--- src/rtl/sio_chain_pkg.sv ---
package sio_chain_pkg;
   localparam int NCH = 2;

   typedef enum logic [1:0] {
      OWN_NONE = 2'd0,
      OWN_CH0  = 2'd1,
      OWN_CH1  = 2'd2
   } owner_t;

   function automatic logic mode_is_chained(input logic [1:0] code);
      return code == 2'b01;
   endfunction
endpackage

--- src/rtl/sio_chain_mode_reg.sv ---
module sio_chain_mode_reg
   import sio_chain_pkg::*;
#(
   parameter int REG_W  = 8,
   parameter int MODE_W = 2
) (
   input  logic             clk,
   input  logic             rst_n,
   input  logic             we_i,
   input  logic [REG_W-1:0] wdata_i,
   input  logic             lock_i,
   output logic [REG_W-1:0] rdata_o,
   output logic             err_o,
   output logic             chained_o
);
   localparam int FILL_W = REG_W - MODE_W;

   generate
      if (MODE_W != 2) begin : g_bad_mode_w
         $error("MODE_W must be 2");
      end
      if (REG_W <= MODE_W) begin : g_bad_reg_w
         $error("REG_W must exceed MODE_W");
      end
   endgenerate

   logic [MODE_W-1:0] mode_q;
   logic              err_q;
   logic              unused_hi;

   assign unused_hi = ^wdata_i[REG_W-1:MODE_W];

   always_ff @(posedge clk or negedge rst_n) begin
      if (!rst_n) begin
         mode_q <= '0;
         err_q  <= 1'b0;
      end else if (we_i) begin
         if (lock_i) err_q  <= 1'b1;
         else        mode_q <= wdata_i[MODE_W-1:0];
      end
   end

   assign rdata_o   = {{FILL_W{1'b1}}, mode_q};
   assign err_o     = err_q;
   assign chained_o = mode_is_chained(mode_q);

   // a locked write must not touch the mode
   assert_locked_write_R4: assert property (@(posedge clk) disable iff (!rst_n)
      (we_i && lock_i) |=> $stable(rdata_o));
   // error flag is sticky
   assert_err_sticky_R4: assert property (@(posedge clk) disable iff (!rst_n)
      err_o |=> err_o);
endmodule

--- src/rtl/sio_chain_arbiter.sv ---
module sio_chain_arbiter
   import sio_chain_pkg::*;
#(
   parameter int PRIO_CH = 0
) (
   input  logic           clk,
   input  logic           rst_n,
   input  logic           active_i,
   input  logic [NCH-1:0] req_i,
   input  logic [NCH-1:0] done_i,
   output logic [NCH-1:0] grant_o,
   output logic           held_o,
   output logic           sel_o
);
   generate
      if (PRIO_CH < 0 || PRIO_CH >= NCH) begin : g_bad_prio
         $error("PRIO_CH out of range");
      end
   endgenerate

   owner_t state_q, state_d, both_pick;

   generate
      if (PRIO_CH == 0) begin : g_prio_ch0
         assign both_pick = OWN_CH0;
      end else begin : g_prio_ch1
         assign both_pick = OWN_CH1;
      end
   endgenerate

   always_comb begin
      state_d = state_q;
      if (!active_i) begin
         state_d = OWN_NONE;
      end else begin
         unique case (state_q)
            OWN_NONE: begin
               if (&req_i)        state_d = both_pick;
               else if (req_i[0]) state_d = OWN_CH0;
               else if (req_i[1]) state_d = OWN_CH1;
            end
            OWN_CH0: if (done_i[0]) state_d = req_i[1] ? OWN_CH1 : OWN_NONE;
            OWN_CH1: if (done_i[1]) state_d = req_i[0] ? OWN_CH0 : OWN_NONE;
            default: state_d = OWN_NONE;
         endcase
      end
   end

   always_ff @(posedge clk or negedge rst_n) begin
      if (!rst_n) state_q <= OWN_NONE;
      else        state_q <= state_d;
   end

   assign grant_o = {state_q == OWN_CH1, state_q == OWN_CH0};
   assign held_o  = state_q != OWN_NONE;
   assign sel_o   = state_q == OWN_CH1;

   // waiting channel takes over right after the owner's done
   assert_handoff_R9: assert property (@(posedge clk) disable iff (!rst_n)
      (active_i && state_q == OWN_CH0 && done_i[0] && req_i[1]) |=> grant_o == 2'b10);
   assert_handoff_back_R9: assert property (@(posedge clk) disable iff (!rst_n)
      (active_i && state_q == OWN_CH1 && done_i[1] && req_i[0]) |=> grant_o == 2'b01);
   // release when nothing is pending
   assert_release_R11: assert property (@(posedge clk) disable iff (!rst_n)
      (active_i && state_q == OWN_CH0 && done_i[0] && !req_i[1]) |=> grant_o == 2'b00);
   // simultaneous requests from idle go to the priority channel
   assert_prio_R8: assert property (@(posedge clk) disable iff (!rst_n)
      (active_i && state_q == OWN_NONE && (&req_i)) |=> grant_o[PRIO_CH]);
endmodule

--- src/rtl/sio_chain_ctrl.sv ---
module sio_chain_ctrl
   import sio_chain_pkg::*;
#(
   parameter int REG_W   = 8,
   parameter int PRIO_CH = 0
) (
   input  logic             clk,
   input  logic             rst_n,
   input  logic             cfg_we_i,
   input  logic [REG_W-1:0] cfg_wdata_i,
   output logic [REG_W-1:0] cfg_rdata_o,
   output logic             cfg_err_o,
   input  logic [1:0]       en_i,
   input  logic [1:0]       busy_i,
   input  logic [1:0]       done_i,
   output logic [1:0]       go_o,
   output logic             chained_o,
   output logic             pin_sel_o
);
   localparam int MODE_W = 2;

   logic           chained;
   logic           held;
   logic           sel;
   logic [NCH-1:0] grant;
   logic           lock;

   assign lock = (|busy_i) | held;

   sio_chain_mode_reg #(.REG_W(REG_W), .MODE_W(MODE_W)) u_mode (
      .clk       (clk),
      .rst_n     (rst_n),
      .we_i      (cfg_we_i),
      .wdata_i   (cfg_wdata_i),
      .lock_i    (lock),
      .rdata_o   (cfg_rdata_o),
      .err_o     (cfg_err_o),
      .chained_o (chained)
   );

   sio_chain_arbiter #(.PRIO_CH(PRIO_CH)) u_arb (
      .clk      (clk),
      .rst_n    (rst_n),
      .active_i (chained),
      .req_i    (en_i),
      .done_i   (done_i),
      .grant_o  (grant),
      .held_o   (held),
      .sel_o    (sel)
   );

   assign go_o      = chained ? grant : en_i;
   assign pin_sel_o = chained & sel;
   assign chained_o = chained;

   // one owner at most on the shared pins
   assert_single_owner_R6: assert property (@(posedge clk) disable iff (!rst_n)
      chained_o |-> $onehot0(go_o));
   // pin select only points at a granted channel
   assert_sel_granted_R10: assert property (@(posedge clk) disable iff (!rst_n)
      pin_sel_o |-> go_o[1]);
endmodule

--- config.mk ---
export PLATFORM = sky130hd
export DESIGN_NAME = sio_chain_ctrl
export DESIGN_NICKNAME = d
export VERILOG_FILES = /design/src/rtl/sio_chain_pkg.sv /design/src/rtl/sio_chain_mode_reg.sv /design/src/rtl/sio_chain_arbiter.sv /design/src/rtl/sio_chain_ctrl.sv
export SDC_FILE = /design/constraint.sdc
export NUM_CORES = 1
export LEC_CHECK = 0
export ABC_AREA = 1
export BUFFER_PORTS_ARGS = -buffer_cell sky130_fd_sc_hd__buf_4
export CORE_AREA = 2 2 39 41
export DETAILED_ROUTE_END_ITERATION = 7
export DIE_AREA = 0 0 41 43
export GPL_ROUTABILITY_DRIVEN = 0
export GPL_TIMING_DRIVEN = 0
export PLACE_DENSITY = 0.68
export SLEW_MARGIN = 20
export SYNTH_ARGS = -nofsm -noshare
export SYNTH_HDL_FRONTEND = slang
export SYNTH_SLANG_ARGS = --single-unit
--- constraint.sdc ---
create_clock -name clk -period 0.8 [get_ports clk]
set_input_delay 0.16 -clock clk [delete_from_list [all_inputs] [get_ports clk]]
set_output_delay 0.16 -clock clk [all_outputs]
set_load 0.05 [all_outputs]
Word level (Yosys, flattened, before mapping)
Index checks and enable logic that the tools add are counted.
{"block": "op_classes", "eq_ne": 6, "muxes": 10, "bitwise_logic": 3, "n_reduce_logical": 7}
{"operator": "$mux W2", "n": 8}
{"operator": "$ne A3 B3 Y1 const B", "n": 2}
{"operator": "$pmux W2 S3", "n": 1}
{"operator": "$reduce_and A2 Y1", "n": 3}
{"operator": "$ne A5 B4 Y1 const B", "n": 1}
{"operator": "$eq A2 B1 Y1 const B", "n": 2}
{"operator": "$reduce_and A3 Y1", "n": 1}
{"operator": "$eq A2 B2 Y1 const B", "n": 1}
{"operator": "$logic_not A2 Y1", "n": 1}
{"operator": "$reduce_bool A2 Y1", "n": 1}
{"operator": "$reduce_or A2 Y1", "n": 1}
{"operator": "$and A1 B1 Y1", "n": 1}
{"operator": "$mux W1", "n": 1}
{"operator": "$not A1 Y1", "n": 1}
{"operator": "$or A1 B1 Y1", "n": 1}
{"block": "totals", "register_bits": 5, "output_inout_bits": 13, "elab_cells": 29}

Depth between registers and ports, before layout
{"block": "depth", "depth_word": 5, "depth_mapped": 7, "mapped_depth_nobuf": 7}

Hierarchy
A second synthesis with hierarchy kept.
{"block": "hier_totals", "hier_cells": 62, "hier_area_um2": 394.1}
{"module": "sio_chain_mode_reg", "n_inst": 1, "cells_per_inst": 21, "area_each_um2": 175.2, "seq_area_each_um2": 75.1}
{"module": "sio_chain_arbiter", "n_inst": 1, "cells_per_inst": 29, "area_each_um2": 173.9, "seq_area_each_um2": 50.0}
{"module": "sio_chain_ctrl", "n_inst": 1, "cells_per_inst": 12, "area_each_um2": 45.0, "seq_area_each_um2": 0.0}

Worst setup path after synthesis
Ideal clock, no wire load.
{"block": "synth_path", "kind": "reg-to-output", "from": "register u_mode.mode_q[0]", "to": "output go_o[0]", "arrival_ns": 1.941, "required_ns": 0.640, "setup_slack_ns": -1.301, "path_stages_with_launch": 5, "path_cell_list": "dfrtp_1 inv_2 nor2_4 inv_2 o21ai_1"}
{"block": "synth_via", "elab_chain_len": 2}
{"element": "start: declaration", "line": "sio_chain_mode_reg.sv:27", "text": "logic [MODE_W-1:0] mode_q;"}
{"element": "start signal: assignment", "line": "sio_chain_mode_reg.sv:39", "text": "else mode_q <= wdata_i[MODE_W-1:0];"}
{"element": "$eq A2 B1 Y1", "line": "sio_chain_pkg.sv:11", "text": "return code == 2'b01;"}
{"element": "net chained_o", "line": "sio_chain_ctrl.sv:17", "text": "output logic chained_o,"}
{"element": "$mux W2", "line": "sio_chain_ctrl.sv:52", "text": "assign go_o = chained ? grant : en_i;"}
{"element": "end: declaration", "line": "sio_chain_ctrl.sv:16", "text": "output logic [1:0] go_o,"}
The timed path passes the listed nets, and every way through them passes these cells.

Worst setup path after layout
{"block": "layout_path", "from": "register u_mode.mode_q[0]", "to": "output go_o[0]"}
{"block": "layout_via", "elab_chain_len": 2}
{"element": "$eq A2 B1 Y1", "line": "sio_chain_pkg.sv:11"}
{"element": "$mux W2", "line": "sio_chain_ctrl.sv:52"}
Every way passes these cells.

==> impl_metrics.py <==
metrics = {
    "timing": {
        "setup_viol": 12,
        "fin_ws_ps": -549,
        "hold_slack_ps": 148,
        "post-route-period-util_pct": 169,
        "rsz0062_at_grt": "true",
        "hold_violations": 0,
        "finalCriticalPeriod_ps": 1350,
        "slew_viol_final": 0,
        "clock_skew_ps": 0.841,
        "max_freq_mhz": 741,
        "tns_ps": -4540,
    },
    "route": {
        "dr.pass1.iters": 4,
        "drc": 0,
        "vias": 464,
        "wl_microns": 1020,
        "wl_per_cell_microns": 9.33,
        "drt-initial-drc-count": 4,
        "routed_via_density": 4.26,
        "ant_nets": 0,
    },
    "grt": {
        "grt_max_degree": 7,
        "first_global_vias": 430,
        "antenna_found_initial": 0,
        "grt_pass1_wl_microns": 1590,
        "grt_overflow": 0,
        "grt_usage_pct": 13.3,
    },
    "finish": {
        "drive_above_1_share_pct": 67.7,
        "stdcell_count": 109,
        "design_area_sq_um": 781,
        "final_nets": 111,
        "diodes": 0,
        "syn2layout_area_growth_pct": 104,
    },
    "critical_path": {
        "startpoint_type": "register",
        "reg2reg_depth": 9,
        "path_class": "reg -> out",
        "worstSetupEndpointType": "primary output",
        "r2r_slack_ps": -420,
        "crit_required_ps": 640,
        "crit_slowest_cell": "dfrtp_2",
        "max_stage_delay_ps": 400,
        "r2r-end": "u_arb.state_q[1]",
        "cp_cell_sequence": "inv_2 > nor2_4 > inv_4 > nand2_2 > o21ai_4 > buf_6",
        "worst-path-max-fanout": 6,
        "r2r-start": "u_mode.mode_q[0]",
        "crit_arrival_ps": 1190,
    },
    "clocking": {
        "root_buffer": "clkbuf_4",
        "cts_sinks": 5,
        "cts_tree": "yes",
        "cts_inserted_buffers": 3,
        "clkTransAtPathRegs_ps": 40,
        "cts_max_level": 1,
        "cts_max_path_buffers": 2,
        "clk_latency_ps": 240,
    },
    "power": {
        "power_density_nw_per_um2": 3530,
        "leakage_nw": 0.385,
        "ir_worst_vdd_mv": 1.50,
    },
    "placed_design": {
        "port_buffers": 17,
        "dp.cells": 93,
        "place_hpwl_microns": 678,
        "pre_cts_ws_ps": -420,
        "place_area_sq_um": 584,
    },
    "flow_run": {
        "maxCapViolCount": 0,
    },
    "synthesis": {
        "synth_edf_count": 0,
        "synth_area_leaders": "dfrtp_1 (33%), buf_4 (12%), nand3_1 (9.2%), nand2_1 (6.9%), nor2_2 (6.5%)",
        "yosysWarningCount": 0,
        "yosysUniqueCellTypes": 15,
        "synth_top_family_by_area": "simple AND/OR/NAND/NOR gates",
        "synth-simple-area-share_pct": 36.6,
        "synth_top_cell_by_area": "dfrtp_1",
        "synth_area_sq_um": 383,
        "syn_area_per_cell_sq_um": 6.96,
        "yosys-top-cells-count": "nand2_1 (7), nand3_1 (7), buf_4 (6), inv_2 (6), nor2_1 (6)",
        "seq_area_frac_synth_pct": 32.7,
        "ys_async_sr_fraction_pct": 100,
        "synth_mux_area_share_pct": 0,
        "dominantRegCellSynth": "dfrtp_1",
        "synth-xor-area-share_pct": 0,
        "ys_seq_elements": 5,
        "synth_top_area_share_pct": 32.7,
        "postSynthCellCount": 55,
        "synth_compound_area_share_pct": 7.19,
        "synth_fa_ha_area_share_pct": 0,
    },
    "status": {
        "violations": "negative setup slack",
        "outcome": "complete, but fails checks",
    },
    "die": {
        "fp.dieArea_sq_um": 1760,
        "pin_count": 30,
        "start_util_pct": 27.7,
        "die_y_microns": 43,
        "fp-row-count": 14,
        "fp.dieW_microns": 41,
        "core_sq_um": 1380,
    },
    "min_path": {
        "worstHoldEndpoint": "u_mode.err_o",
        "min_path_type": "in -> reg",
        "hp-start": "cfg_we_i",
        "holdPathStages": 2,
    },
}
-- stage by stage --
step	total power, W	utilization, %
after floorplan	0.00149	-
after global placement	0.00179	42.2
after detailed placement	0.00182	42.2
after CTS	0.00256	53.3
after global routing	0.00292	56.4
final	0.00276	56.4
-- cell usage in the layout (no fill, tap or decap), types with 2 or more instances in the layout --
cell type	instances
o21ai_4	2
dfrtp_1	3
dfrtp_2	2
nand2_1	4
nor2_1	3
inv_1	4
clkbuf_4	3
nor2_4	3
conb_1	6
inv_2	6
buf_6	6
buf_4	25
nand3_2	3
a21oi_1	2
nand2_2	3
buf_8	3
nor2_2	5
nand3_1	4
-- cells by family after synthesis --
| family | Yosys count |
|---|---|
| buf+inv | 17 |
| compound gates | 5 |
| other cells | 1 |
| simple gates | 27 |
| flops | 5 |
-- critical path: cells and delay by family (launching register included) --
family	cells	cell delay, ps
AOI/OAI and AO/OA	1	60
buffers and inverters	3	360
DFF	1	400
and+or+nand+nor	2	130
-- sequential cells by signal, indices dropped and copies added, names as in the netlist --
signal,flops
u_mode.err_o,1
u_mode.mode_q,2
u_arb.state_q,2
-- worst max path at each step --
stage	slack, ps	end	depth (start not counted)	start
floorplan	-790	go_o[0]	4	u_mode.mode_q[0]
global placement	-400	go_o[1]	6	u_mode.mode_q[0]
detailed placement	-420	go_o[1]	6	u_mode.mode_q[0]
CTS	-540	go_o[0]	4	u_arb.state_q[1]
global route	-610	go_o[0]	4	u_arb.state_q[1]
finish	-550	go_o[0]	6	u_mode.mode_q[0]
-- metal layers --
metal	GRT usage [%]	routed length, microns	vias up
li1	-	-	235
met1	13.4	328	212
met2	23.8	631	17
met3	1.57	57	0
met4	8.00	0	0
met5	0	0	-
-- power breakdown --
part	leakage (nW)	switching [W]	internal, W	total (W)
registers	0.0559	0.0000837	0.000351	0.000434
clock network	0.0150	0.0000999	0.000188	0.000288
logic	0.314	0.00119	0.000846	0.00203
-- final cells by class --
type | count | area, sq um
Buffer | 6 | 45.0
Clock buffer | 4 | 26.3
Fill cell | 123 | 603
Inverter | 11 | 43.8
Multi-Input combinational cell | 38 | 253
Sequential cell | 5 | 128
Tap cell | 16 | 20.0
Timing Repair Buffer | 29 | 265
-- what timing repair did --
item	4_1_cts	5_1_grt
setup buffers	8	3
resized for setup	17	5
pin swaps	4	2
hold buffers	1	0
endpoints found under the setup margin	12	12
endpoints found under the hold margin	5	0
Note: power is estimated with default switching activity, not from simulation.
